==> src/rtl/pflag_pkg.sv <==
package pflag_pkg;
  typedef enum logic {LOAD_PAR = 1'b0, LOAD_SER = 1'b1} load_mode_e;

  // default threshold picked by the load mode at master reset
  function automatic int unsigned dflt_ofs(load_mode_e m);
    return (m == LOAD_SER) ? 32'd1023 : 32'd127;
  endfunction

  // almost-empty condition: fill level at or below the empty offset
  function automatic logic near_empty(int unsigned occ, int unsigned ofs);
    return occ <= ofs;
  endfunction

  // almost-full condition: free space at or below the full offset
  function automatic logic near_full(int unsigned occ, int unsigned depth,
                                     int unsigned ofs);
    return (occ + ofs) >= depth;
  endfunction
endpackage

==> src/rtl/pflag_ofs_regs.sv <==
module pflag_ofs_regs
  import pflag_pkg::*;
#(
  parameter int OFS_W = 14
) (
  input  logic             clk,
  input  logic             mrst_n,
  input  logic             prst_n,
  input  logic             mode_sel,
  input  logic             ld_stb,
  input  logic             ld_wr,
  input  logic [OFS_W-1:0] pdata,
  input  logic             ser_bit,
  output logic [OFS_W-1:0] ae_ofs,
  output logic [OFS_W-1:0] af_ofs,
  output logic [OFS_W-1:0] rd_data
);
  localparam int TOT    = 2 * OFS_W;
  localparam int SCNT_W = $clog2(TOT + 1);

  logic              ser_mode;
  logic              sel_full;
  logic [SCNT_W-1:0] scnt;

  // named access events
  logic par_wr, ser_wr, rd_go, ser_done;
  assign ser_done = (scnt == SCNT_W'(TOT));
  assign par_wr   = prst_n && ld_stb && ld_wr && !ser_mode;
  assign ser_wr   = prst_n && ld_stb && ld_wr && ser_mode && !ser_done;
  assign rd_go    = prst_n && ld_stb && !ld_wr;

  // offsets and loading method: touched by master reset only, never by partial
  always_ff @(posedge clk) begin
    if (!mrst_n) begin
      ser_mode <= mode_sel;
      ae_ofs   <= OFS_W'(dflt_ofs(load_mode_e'(mode_sel)));
      af_ofs   <= OFS_W'(dflt_ofs(load_mode_e'(mode_sel)));
    end else if (par_wr) begin
      if (sel_full) af_ofs <= pdata;
      else          ae_ofs <= pdata;
    end else if (ser_wr) begin
      for (int i = 0; i < OFS_W; i++) begin
        if (scnt == SCNT_W'(i))         ae_ofs[i] <= ser_bit;
        if (scnt == SCNT_W'(i + OFS_W)) af_ofs[i] <= ser_bit;
      end
    end
  end

  // access order, serial count and read register: cleared by both resets
  always_ff @(posedge clk) begin
    if (!mrst_n || !prst_n) begin
      sel_full <= 1'b0;
      scnt     <= '0;
      rd_data  <= '0;
    end else begin
      if (par_wr || rd_go) sel_full <= !sel_full;
      if (rd_go)           rd_data  <= sel_full ? af_ofs : ae_ofs;
      if (ser_wr)          scnt     <= scnt + 1'b1;
    end
  end

  p_mode_hold_r6: assert property (@(posedge clk) disable iff (!mrst_n)
    1'b1 |=> $stable(ser_mode));

  p_prst_keep_r6: assert property (@(posedge clk) disable iff (!mrst_n)
    !prst_n |=> $stable(ae_ofs) && $stable(af_ofs));

  p_par_blocked_r2: assert property (@(posedge clk) disable iff (!mrst_n)
    (ser_mode && !(ld_stb && ld_wr)) |=> $stable(ae_ofs) && $stable(af_ofs));

  p_ser_limit_r4: assert property (@(posedge clk) disable iff (!mrst_n)
    (ser_done && prst_n) |=> $stable(ae_ofs) && $stable(af_ofs));

  p_par_idle_r3: assert property (@(posedge clk) disable iff (!mrst_n)
    (!ser_mode && !(ld_stb && ld_wr)) |=> $stable(ae_ofs) && $stable(af_ofs));
endmodule

==> src/rtl/pflag_cmp.sv <==
module pflag_cmp
  import pflag_pkg::*;
#(
  parameter int OFS_W = 14,
  parameter int OCC_W = 15
) (
  input  logic             clk,
  input  logic             mrst_n,
  input  logic             prst_n,
  input  logic [OCC_W-1:0] occ,
  input  logic [OCC_W-1:0] depth,
  input  logic [OFS_W-1:0] ae_ofs,
  input  logic [OFS_W-1:0] af_ofs,
  output logic             ae_n,
  output logic             af_n
);
  logic hit_empty, hit_full;
  assign hit_empty = near_empty(int'(occ), int'(ae_ofs));
  assign hit_full  = near_full(int'(occ), int'(depth), int'(af_ofs));

  always_ff @(posedge clk) begin
    if (!mrst_n || !prst_n) begin
      ae_n <= 1'b0;
      af_n <= 1'b1;
    end else begin
      ae_n <= !hit_empty;
      af_n <= !hit_full;
    end
  end

  p_flag_reset_r7: assert property (@(posedge clk) disable iff (!mrst_n)
    !prst_n |=> !ae_n && af_n);

  p_empty_at_zero_r8: assert property (@(posedge clk) disable iff (!mrst_n || !prst_n)
    (occ == '0) |=> !ae_n);

  p_full_at_depth_r9: assert property (@(posedge clk) disable iff (!mrst_n || !prst_n)
    (occ >= depth) |=> !af_n);
endmodule

==> src/rtl/pflag_offsets.sv <==
module pflag_offsets
  import pflag_pkg::*;
#(
  parameter int OFS_W = 14,
  parameter int OCC_W = OFS_W + 1
) (
  input  logic             clk,
  input  logic             mrst_n,
  input  logic             prst_n,
  input  logic             mode_sel,
  input  logic             ld_stb,
  input  logic             ld_wr,
  input  logic [OFS_W-1:0] pdata,
  input  logic             ser_bit,
  input  logic [OCC_W-1:0] occ,
  input  logic [OCC_W-1:0] depth,
  output logic [OFS_W-1:0] rd_data,
  output logic             ae_n,
  output logic             af_n
);
  logic [OFS_W-1:0] ae_ofs, af_ofs;

  pflag_ofs_regs #(.OFS_W(OFS_W)) u_regs (
    .clk(clk), .mrst_n(mrst_n), .prst_n(prst_n), .mode_sel(mode_sel),
    .ld_stb(ld_stb), .ld_wr(ld_wr), .pdata(pdata), .ser_bit(ser_bit),
    .ae_ofs(ae_ofs), .af_ofs(af_ofs), .rd_data(rd_data)
  );

  pflag_cmp #(.OFS_W(OFS_W), .OCC_W(OCC_W)) u_cmp (
    .clk(clk), .mrst_n(mrst_n), .prst_n(prst_n), .occ(occ), .depth(depth),
    .ae_ofs(ae_ofs), .af_ofs(af_ofs), .ae_n(ae_n), .af_n(af_n)
  );

  p_rd_clear_r5: assert property (@(posedge clk)
    (!mrst_n || !prst_n) |=> (rd_data == '0));
endmodule

==> config.mk <==
export PLATFORM = sky130hd
export DESIGN_NAME = pflag_offsets
export DESIGN_NICKNAME = d
export VERILOG_FILES = /design/src/rtl/pflag_pkg.sv /design/src/rtl/pflag_ofs_regs.sv /design/src/rtl/pflag_cmp.sv /design/src/rtl/pflag_offsets.sv
export SDC_FILE = /design/constraint.sdc
export NUM_CORES = 1
export LEC_CHECK = 0
export ABC_AREA = 1
export ABC_CLOCK_PERIOD_IN_PS = 2200
export BUFFER_PORTS_ARGS = -buffer_cell sky130_fd_sc_hd__buf_2
export CAP_MARGIN = 10
export CORE_MARGIN = 2
export CORE_UTILIZATION = 52
export CTS_CLUSTER_SIZE = 12
export DETAILED_ROUTE_END_ITERATION = 10
export PLACE_DENSITY = 0.75
export REMOVE_ABC_BUFFERS = 1
export SKIP_LAST_GASP = 1
export SYNTH_ARGS = -nofsm -noshare
export SYNTH_HDL_FRONTEND = slang
export SYNTH_SLANG_ARGS = --single-unit
==> constraint.sdc <==
create_clock -name clk -period 2.2 [get_ports clk]
set_input_delay 0.33 -clock clk [delete_from_list [all_inputs] [get_ports clk]]
set_output_delay 0.33 -clock clk [all_outputs]
set_load 0.02 [all_outputs]
==> results.py, run 1 <==
metrics = {
    "outcome": {
        "outcome": "finished with violations",
        "violations": "negative setup slack",
    },
    "placed_design": {
        "preCtsSetupSlack_ns": -0.421,
        "io_buffers": 66,
        "gp_congestion": 0.973,
        "dp_hpwl_microns": 7810,
    },
    "worst_setup_path": {
        "cpPeakStageDelay_ns": 0.44,
        "path_delay_family": "simple AND/OR/NAND/NOR gates",
        "worst-path-max-fanout": 3,
        "r2r-start": "u_regs.af_ofs[2]",
        "worst_r2r_endpoint": "u_cmp.af_n",
        "critPathCaptureType": "register",
        "cp-startpoint": "u_regs.af_ofs[2]",
        "crit_slowest_cell": "edfxtp_1",
        "critPathBufInv": 2,
        "startpoint_type": "register",
        "r2r_setup_slack_ns": -0.34,
        "cp_common_cell": "nand3_1",
        "path_class": "reg2reg",
        "reg2regPathDepth": 14,
        "crit_end": "u_cmp.af_n",
        "path_depth": 14,
        "crit_required_ns": 2.38,
        "cp.arrival_ns": 2.72,
        "worstPathCellList": "ha_1 -> buf_4 -> buf_4 -> nand3_1 -> nand2_2 -> nand3_1 -> nand3_1 -> xor2_1 -> ha_1 -> nand3_2 -> nor3_2 -> nand4_1 -> nand3_1 -> nand2_1",
    },
    "layout": {
        "antennaDiodeCount": 0,
        "nets": 752,
        "syn_to_final_growth_pct": 23.9,
        "drive_gt1_share_pct": 27.4,
    },
    "detailed_routing": {
        "vias_per_cell": 5.21,
        "totalWireLength_microns": 9640,
        "vias": 3934,
        "dr.pass1.iters": 5,
        "wl_per_cell_microns": 12.8,
        "drc": 0,
        "detail-route-antenna-nets": 0,
        "first_iter_violations": 223,
    },
    "timing": {
        "max_slew_margin_pct": 59.5,
        "clock.fmax_mhz": 393,
        "fin_crit_sh_pct": 116,
        "maxSlewViolCount": 0,
        "finalSetupTns_ns": -0.344,
        "setup_viol": 1,
        "min_period_ns": 2.54,
        "worst_pin_slew_ns": 0.607,
        "finalHoldViolCount": 0,
        "setup_slack_ns": -0.344,
        "rsz0062_at_grt": "true",
        "fin_skew_ns": 0.0117,
    },
    "die": {
        "core_area_sq_um": 7650,
        "die_x_microns": 92.4,
        "start_util_pct": 53.2,
        "die_h_microns": 92.4,
        "num_rows": 32,
        "die_area_sq_um": 8540,
        "ios": 67,
    },
    "global_routing": {
        "grt_max_degree": 30,
        "antenna_found_initial": 0,
        "grt_pass1_wl_microns": 16200,
        "overflow": 0,
        "grt_pass1_vias": 3829,
        "grt_usage_pct": 23.5,
    },
    "synth": {
        "synth_seq_cells": 51,
        "synth_top_cell_area_share_pct": 21.4,
        "synth-seq-area-share_pct": 32.3,
        "syn_avg_cell_area_sq_um": 7.50,
        "synth_area_sq_um": 4070,
        "async_flop_share_pct": 0,
        "netlist_top_cells_area": "edfxtp_1 21%, ha_1 15%, nand2_1 12%, dfxtp_1 11%, inv_1 6.5%",
        "ys.warnings.count": 0,
        "synth_flop_cell": "edfxtp_1",
        "synth_edf_count": 29,
        "yosysMostFrequentCell": "nand2_1",
        "yosys.area.top_type": "edfxtp_1",
        "yosysUniqueCellTypes": 39,
        "synthCells": 542,
        "ys_top_cells_by_count": "125 x nand2_1, 70 x inv_1, 50 x nor2_1",
    },
    "clocking": {
        "cts_tree": "built",
        "hold_buffers": 0,
        "clk_latency_ns": 0.30,
        "clk_path_buf_depth": 2,
        "numCtsBuffers": 5,
        "cts_sinks": 51,
        "cts-root-buf": "clkbuf_8",
        "htreeDepth": 2,
        "clkTransAtPathRegs_ns": 0.10,
    },
    "power_and_ir_drop": {
        "ir_drop_mv": 0.320,
        "power.density_nw_per_um2": 514,
        "p_leak_nw": 2.46,
    },
    "min_path": {
        "hold_class": "in2reg",
    },
    "flow_run": {
        "max_cap_viol_count": 0,
    },
}
-- worst reg2reg max path: stages, from the launching register on --
cell	delay, ns
edfxtp_1	0.44
ha_1	0.31
buf_4	0.15
buf_4	0.13
nand3_1	0.09
nand2_2	0.09
nand3_1	0.08
nand3_1	0.10
xor2_1	0.18
ha_1	0.29
nand3_2	0.09
nor3_2	0.20
nand4_1	0.11
nand3_1	0.10
nand2_1	0.05
-- what timing repair did --
action	in CTS	in global routing
setup endpoints to repair	1	1
resized for setup	16	9
pin swaps	2	4
setup buffers	2	1
-- where the power goes --
group          switching (mW)  internal, mW
Sequential             0.0308          1.06
Clock                   0.317         0.340
Combinational           0.462         0.378
Total                   0.809          1.78
-- cells in the final DEF, fill, tap and decap left out, drive strengths merged, types with 2 or more instances in the layout --
cell type    n
o211ai       2
a21o         2
ha          48
a21oi       46
buf        119
inv         74
edfxtp      29
dfxtp       22
nor3         3
nand3       44
nand2      128
o21ai       27
a31oi       17
xor2         4
nand4        6
nor2        58
xnor2        7
clkbuf       6
-- per-stage QoR --
stage                     cell area [sq um]  total power [mW]  instances  hold slack (ns)  utilization [%]
final                                  5030              2.59        755            0.210             65.8
after global routing                   5030              2.75        755            0.195             65.8
after CTS                              4990              2.58        754            0.200             65.3
after detailed placement               4790              1.90        744            0.525             62.7
after global placement                 4790              1.86        744            0.523             62.7
after floorplan                        3960              1.59        526            0.429                -
-- flip-flops by register name, indices dropped and copies added (netlist names) --
signal,cells
u_regs.af_ofs,14
u_regs.scnt,5
u_cmp.ae_n,1
u_regs.sel_full,1
u_regs.rd_data,14
u_cmp.af_n,1
u_regs.ser_mode,1
u_regs.ae_ofs,14
-- cells by family after synthesis --
family                   after synthesis  share of synthesized area [%]
XOR/XNOR                              11                           2.37
adder cells (fa/ha/maj)               49                           15.3
AND/OR/NAND/NOR                      244                           26.2
flip-flops                            51                           32.3
AO/OA/AOI/OAI                         96                           14.4
buffers and inverters                 91                           9.57
-- metal layers --
metal	part of all wire (%)	track usage [%]	vias to the layer above
met5	0	0	-
li1	-	-	2022
met3	5.0	2.85	21
met1	42	28.0	1777
met2	51	43.0	114
met4	2.1	8.58	0
-- layout make-up --
cell class	count	area [sq um]
clock buffers	6	72.6
clock inverters	2	37.5
fillers	663	2610
inverters	75	284
multi-input cells	400	2470
flip-flops and latches	51	1310
well taps	102	128
repair buffers	119	728
-- how the worst min path moves through the flow --
stage,startpoint,end,slack [ns],cells after the start
global route,mode_sel,u_regs.ser_mode,0.19,1
finish,mode_sel,u_regs.ser_mode,0.21,1
CTS,mode_sel,u_regs.ser_mode,0.20,1
floorplan,mode_sel,u_regs.ser_mode,0.43,0
global placement,mode_sel,u_regs.ser_mode,0.52,1
detailed placement,mode_sel,u_regs.ser_mode,0.52,1
No activity file was read; power rests on OpenSTA's default activity.
==> run 2, diff against run 1 <==
--- a/config.mk
+++ b/config.mk
@@ -6,14 +6,14 @@
 export NUM_CORES = 1
 export LEC_CHECK = 0
 export ABC_AREA = 1
-export ABC_CLOCK_PERIOD_IN_PS = 2200
+export ABC_CLOCK_PERIOD_IN_PS = 3100
 export BUFFER_PORTS_ARGS = -buffer_cell sky130_fd_sc_hd__buf_2
 export CAP_MARGIN = 10
 export CORE_MARGIN = 2
-export CORE_UTILIZATION = 52
+export CORE_UTILIZATION = 62
 export CTS_CLUSTER_SIZE = 12
 export DETAILED_ROUTE_END_ITERATION = 10
-export PLACE_DENSITY = 0.75
+export PLACE_DENSITY = 0.85
 export REMOVE_ABC_BUFFERS = 1
 export SKIP_LAST_GASP = 1
 export SYNTH_ARGS = -nofsm -noshare
==> constraint.sdc (replaced) <==
create_clock -name clk -period 3.1 [get_ports clk]
set_input_delay 0.465 -clock clk [delete_from_list [all_inputs] [get_ports clk]]
set_output_delay 0.465 -clock clk [all_outputs]
set_load 0.02 [all_outputs]
==> results.py, run 2 (synthesis results as in run 1) <==
metrics = {
    "outcome": {
        "outcome": "complete, no violations",
    },
    "power_and_ir_drop": {
        "p_seq_share_pct": 43.3,
        "power.density_nw_per_um2": 394,
        "p_total_mw": 1.79,
        "power.switching_mw": 0.556,
        "clkPwrFrac_pct": 29.1,
        "switching_share_pct": 31.1,
        "power_frac_comb_pct": 27.6,
        "p_leak_nw": 2.23,
        "ir_drop_mv": 0.284,
        "p_int_mw": 1.23,
    },
    "layout": {
        "reg_top3": "u_regs.ae_ofs (14), u_regs.af_ofs (14), u_regs.rd_data (14)",
        "final_cell_mix": "125 x nand2_1, 70 x inv_1, 66 x buf_2, 50 x nor2_1, 48 x ha_1",
        "nets": 702,
        "num-fill-cells": 505,
        "antennaDiodeCount": 0,
        "final_cell_area_sq_um": 4540,
        "syn_to_final_growth_pct": 11.7,
        "drive_gt1_share_pct": 17.7,
        "layout_commonest_cell": "nand2_1",
        "final_util_pct": 71.5,
        "layout.cells.non_filler": 680,
    },
    "worst_setup_path": {
        "worst-path-max-fanout": 4,
        "path_depth": 14,
        "cp_common_cell": "nand3_1",
        "reg2regPathDepth": 14,
        "worst_r2r_endpoint": "u_cmp.af_n",
        "crit_end": "u_cmp.af_n",
        "critPathBufInv": 0,
        "crit_slowest_cell": "edfxtp_1",
        "path_delay_family": "simple AND/OR/NAND/NOR gates",
        "path_class": "reg2reg",
        "worstPathCellList": "ha_1 -> nor2_1 -> a21oi_1 -> nand3_1 -> nand2_1 -> nand4_1 -> nand3_1 -> nand2_1 -> ha_1 -> nand3_1 -> nor3_1 -> nand4_1 -> nand3_1 -> nand2_1",
        "cp-startpoint": "u_regs.af_ofs[2]",
        "cp.arrival_ns": 2.97,
        "cpPeakStageDelay_ns": 0.44,
        "startpoint_type": "register",
        "critPathCaptureType": "register",
        "crit_required_ns": 3.28,
        "r2r_setup_slack_ns": 0.31,
        "r2r-start": "u_regs.af_ofs[2]",
    },
    "timing": {
        "holdWs_ns": 0.342,
        "min_period_ns": 2.79,
        "finalHoldViolCount": 0,
        "finalSetupTns_ns": 0,
        "maxSlewViolCount": 0,
        "clock.fmax_mhz": 359,
        "fin_crit_sh_pct": 90.0,
        "fin_skew_ns": 0.00719,
        "max_slew_margin_pct": 59.7,
        "setup_viol": 0,
        "setup_slack_ns": 0.311,
        "rsz0062_at_grt": "false",
        "worst_pin_slew_ns": 0.604,
    },
    "clocking": {
        "postCtsResizedCells": 0,
        "hold_buffers": 0,
        "htreeDepth": 2,
        "numCtsBuffers": 5,
        "cts-root-buf": "clkbuf_8",
        "clkTransAtPathRegs_ns": 0.10,
        "cts_sinks": 51,
        "post_cts_buffers": 0,
        "clk_path_buf_depth": 2,
        "cts_tree": "built",
        "clk_latency_ns": 0.30,
    },
    "placed_design": {
        "dp_cells": 672,
        "dpl_cell_area_sq_um": 4410,
        "io_buffers": 66,
        "dp_hpwl_microns": 7690,
        "gp_congestion": 0.959,
        "preCtsSetupSlack_ns": 0.193,
    },
    "detailed_routing": {
        "totalWireLength_microns": 9800,
        "first_iter_violations": 181,
        "detail-route-antenna-nets": 0,
        "wl_per_cell_microns": 14.4,
        "vias": 3827,
        "dr.pass1.iters": 5,
        "vias_per_cell": 5.63,
        "drc": 0,
    },
    "global_routing": {
        "grt_pass1_wl_microns": 15900,
        "overflow": 0,
        "grt_max_degree": 30,
        "grt_pass1_vias": 3701,
        "grt_usage_pct": 27.1,
        "antenna_found_initial": 0,
    },
    "die": {
        "start_util_pct": 64.0,
        "die_x_microns": 85.0,
        "ios": 67,
        "core_area_sq_um": 6350,
        "die_h_microns": 85.0,
        "num_rows": 29,
        "die_area_sq_um": 7220,
    },
    "min_path": {
        "hold_class": "in2reg",
    },
    "flow_run": {
        "max_cap_viol_count": 0,
    },
}
[run 2: layout make-up]
class                           count  area [sq um]  share of cell area [%]
Multi-Input combinational cell    400          2360                    52.1
Tap cell                           77          96.3                    2.12
Clock buffer                        6          93.8                    2.07
Inverter                           75           284                    6.26
Sequential cell                    51          1310                    28.9
Timing Repair Buffer               69           353                    7.77
Clock inverter                      2          37.5                   0.827
[run 2: routing by layer]
metal | global-route usage [%] | part of all wire (%) | vias up
li1 | - | - | 1918
met1 | 30.7 | 39 | 1724
met2 | 51.6 | 53 | 165
met3 | 3.11 | 6.0 | 20
met4 | 10.2 | 2.3 | 0
met5 | 0 | 0 | -
[run 2: power by group through the flow]
| stage | logic [mW] | clock network [mW] | registers, mW |
|---|---|---|---|
| after floorplan | 0.341 | 0 | 0.790 |
| after global placement | 0.460 | 0 | 0.788 |
| after detailed placement | 0.487 | 0 | 0.789 |
| after CTS | 0.492 | 0.521 | 0.774 |
| after global routing | 0.565 | 0.538 | 0.778 |
| final | 0.495 | 0.521 | 0.775 |
[run 2: how the worst min path moves through the flow]
stage / startpoint / to / slack [ns] / cells past startpoint
after floorplan: u_regs.scnt[1] / u_regs.scnt[1] / 0.50 / 2
after global placement: u_regs.scnt[1] / u_regs.scnt[1] / 0.53 / 2
after detailed placement: u_regs.rd_data[13] / u_regs.rd_data[13] / 0.54 / 2
after CTS: mode_sel / u_regs.ser_mode / 0.34 / 1
after global routing: mode_sel / u_regs.ser_mode / 0.34 / 1
final: mode_sel / u_regs.ser_mode / 0.34 / 1
==> run 3, diff against run 2 <==
--- a/config.mk
+++ b/config.mk
@@ -6,16 +6,17 @@
 export NUM_CORES = 1
 export LEC_CHECK = 0
 export ABC_AREA = 1
-export ABC_CLOCK_PERIOD_IN_PS = 3100
+export ABC_CLOCK_PERIOD_IN_PS = 3200
 export BUFFER_PORTS_ARGS = -buffer_cell sky130_fd_sc_hd__buf_2
 export CAP_MARGIN = 10
 export CORE_MARGIN = 2
-export CORE_UTILIZATION = 62
+export CORE_UTILIZATION = 58
 export CTS_CLUSTER_SIZE = 12
 export DETAILED_ROUTE_END_ITERATION = 10
-export PLACE_DENSITY = 0.85
+export PLACE_DENSITY = 0.79
 export REMOVE_ABC_BUFFERS = 1
 export SKIP_LAST_GASP = 1
 export SYNTH_ARGS = -nofsm -noshare
 export SYNTH_HDL_FRONTEND = slang
+export SYNTH_HIERARCHICAL = 1
 export SYNTH_SLANG_ARGS = --single-unit
==> constraint.sdc (replaced) <==
create_clock -name clk -period 3.2 [get_ports clk]
set_input_delay 0.48 -clock clk [delete_from_list [all_inputs] [get_ports clk]]
set_output_delay 0.48 -clock clk [all_outputs]
set_load 0.02 [all_outputs]
==> results.py, run 3 <==
metrics = {
    "clocking": {
        "cts-root-buf": "clkbuf_8",
        "hold_buffers": 0,
        "clk_path_buf_depth": 2,
        "postCtsResizedCells": 0,
        "numCtsBuffers": 5,
        "clkTransAtPathRegs_ns": 0.09,
        "htreeDepth": 2,
        "post_cts_buffers": 0,
        "clk_latency_ns": 0.30,
        "cts_tree": "built",
        "cts_sinks": 51,
    },
    "layout": {
        "final_cell_area_sq_um": 4730,
        "syn_to_final_growth_pct": 11.8,
        "final_util_pct": 66.3,
        "multi_input_comb_area_sq_um": 2500,
        "final_cell_mix": "142 x nand2_1, 101 x nor2_1, 84 x inv_1, 66 x buf_2, 49 x ha_1",
        "num-fill-cells": 656,
        "reg_top3": "u_regs/ae_ofs (14), u_regs/af_ofs (14), u_regs/rd_data (14)",
        "seqCellArea_sq_um": 1310,
        "layout_commonest_cell": "nand2_1",
        "antennaDiodeCount": 0,
        "layout.cells.non_filler": 767,
        "nets": 768,
        "drive_gt1_share_pct": 16.5,
    },
    "worst_setup_path": {
        "crit_required_ns": 3.46,
        "path_delay_family": "simple AND/OR/NAND/NOR gates",
        "critPathCaptureType": "register",
        "cp_common_cell": "nand2_1",
        "critPathBufInv": 2,
        "worst-path-max-fanout": 3,
        "reg2regPathDepth": 16,
        "cpPeakStageDelay_ns": 0.43,
        "cp.arrival_ns": 2.86,
        "crit_slowest_cell": "fa_1",
        "worstPathCellList": "ha_1 -> inv_1 -> fa_1 -> inv_1 -> nand3_1 -> nand2_1 -> nand3_1 -> nand3_1 -> xor2_1 -> ha_1 -> and3_1 -> nand2_1 -> nand3b_1 -> nor2_1 -> nand2_1 -> nand2_1",
        "startpoint_type": "register",
        "path_class": "reg2reg",
        "path_depth": 16,
    },
    "outcome": {
        "outcome": "complete, no violations",
    },
    "synth": {
        "yosys.area_share.simple_pct": 31.9,
        "yosysMostFrequentCell": "nand2_1",
        "synth-seq-area-share_pct": 31.0,
        "synth_seq_cells": 51,
        "syn_avg_cell_area_sq_um": 6.97,
        "synth_area_sq_um": 4230,
        "synth_fa_ha_area_share_pct": 15.0,
        "synthXorXnorAreaFrac_pct": 2.69,
        "ys_top_cells_by_count": "142 x nand2_1, 101 x nor2_1, 84 x inv_1",
        "synth_top_family_by_area": "simple AND/OR/NAND/NOR gates",
        "synth_flop_cell": "edfxtp_1",
        "synth_edf_count": 29,
        "yosys.area.top_type": "edfxtp_1",
        "async_flop_share_pct": 0,
        "yosysUniqueCellTypes": 36,
        "ys.warnings.count": 6,
        "synth_top_cell_area_share_pct": 20.6,
        "netlist_top_cells_area": "edfxtp_1 21%, ha_1 15%, nand2_1 13%, dfxtp_1 10%, nor2_1 9.0%",
        "synth.area.mux_share_pct": 0,
        "synthCells": 607,
        "synth_compound_area_share_pct": 9.59,
    },
    "timing": {
        "finalSetupTns_ns": 0,
        "max_slew_margin_pct": 54.2,
        "clock.fmax_mhz": 384,
        "fin_crit_sh_pct": 81.3,
        "fin_skew_ns": 0.00264,
        "min_period_ns": 2.60,
        "finalHoldViolCount": 0,
        "maxSlewViolCount": 0,
        "rsz0062_at_grt": "false",
        "worst_pin_slew_ns": 0.687,
        "setup_viol": 0,
        "holdWs_ns": 0.356,
        "setup_slack_ns": 0.597,
    },
    "detailed_routing": {
        "detail-route-antenna-nets": 0,
        "dr.pass1.iters": 5,
        "vias_per_cell": 5.24,
        "vias": 4020,
        "first_iter_violations": 247,
        "totalWireLength_microns": 9950,
        "wl_per_cell_microns": 13.0,
        "drc": 0,
    },
    "die": {
        "start_util_pct": 59.2,
        "die_h_microns": 89.4,
        "die_area_sq_um": 7990,
        "num_rows": 31,
        "core_area_sq_um": 7140,
        "ios": 67,
        "die_x_microns": 89.4,
    },
    "power_and_ir_drop": {
        "ir_drop_mv": 0.230,
        "power.density_nw_per_um2": 364,
        "p_leak_nw": 2.45,
        "p_total_mw": 1.72,
    },
    "global_routing": {
        "grt_pass1_vias": 3766,
        "grt_pass1_wl_microns": 15900,
        "grt_max_degree": 29,
        "antenna_found_initial": 0,
        "use_met3_pct": 3.51,
        "grt-busiest-layer": "met2",
        "grt_util_met1_pct": 29.4,
        "grt_usage_pct": 25.8,
        "overflow": 0,
        "grtUsageMet2_pct": 48.5,
    },
    "min_path": {
        "hold_class": "in2reg",
        "hold_depth": 1,
    },
    "placed_design": {
        "io_buffers": 66,
        "gp_congestion": 0.868,
        "dpl_cell_area_sq_um": 4610,
        "dp_cells": 759,
        "preCtsSetupSlack_ns": 0.448,
        "dp_hpwl_microns": 8030,
    },
    "flow_run": {
        "max_cap_viol_count": 0,
    },
}
-- run 3: cells by family after synthesis --
kind of cell | after synthesis
adders and majority gates | 50
buffers and inverters | 103
AOI/OAI and AO/OA | 77
xor gates and xnor gates | 13
DFF | 51
and+or+nand+nor | 313
-- run 3: routing by layer --
| metal | vias up | routed length, microns |
|---|---|---|
| li1 | 2059 | - |
| met1 | 1816 | 4120 |
| met2 | 120 | 5070 |
| met3 | 25 | 518 |
| met4 | 0 | 242 |
| met5 | - | 0 |
-- run 3: layout make-up --
| type | instances | area share (%) |
|---|---|---|
| Tap cell | 99 | 2.62 |
| Inverter | 88 | 6.99 |
| Multi-Input combinational cell | 453 | 52.9 |
| Clock inverter | 2 | 0.741 |
| Timing Repair Buffer | 68 | 7.30 |
| Clock buffer | 6 | 1.75 |
| Sequential cell | 51 | 27.7 |
-- run 3: power by group --
part,internal [mW],switching [mW],leakage (nW)
clock network,0.253,0.215,0.0612
logic,0.191,0.306,1.94
registers,0.730,0.0222,0.452
-- run 3: worst paths after layout --
check / startpoint / endpoint / slack (ns)
max reg2reg: u_regs/af_ofs[0] / u_cmp/af_n / 0.60
max: u_regs/af_ofs[0] / u_cmp/af_n / 0.60
min reg2reg: u_regs/rd_data[12] / u_regs/rd_data[12] / 0.52
min: mode_sel / u_regs/ser_mode / 0.36
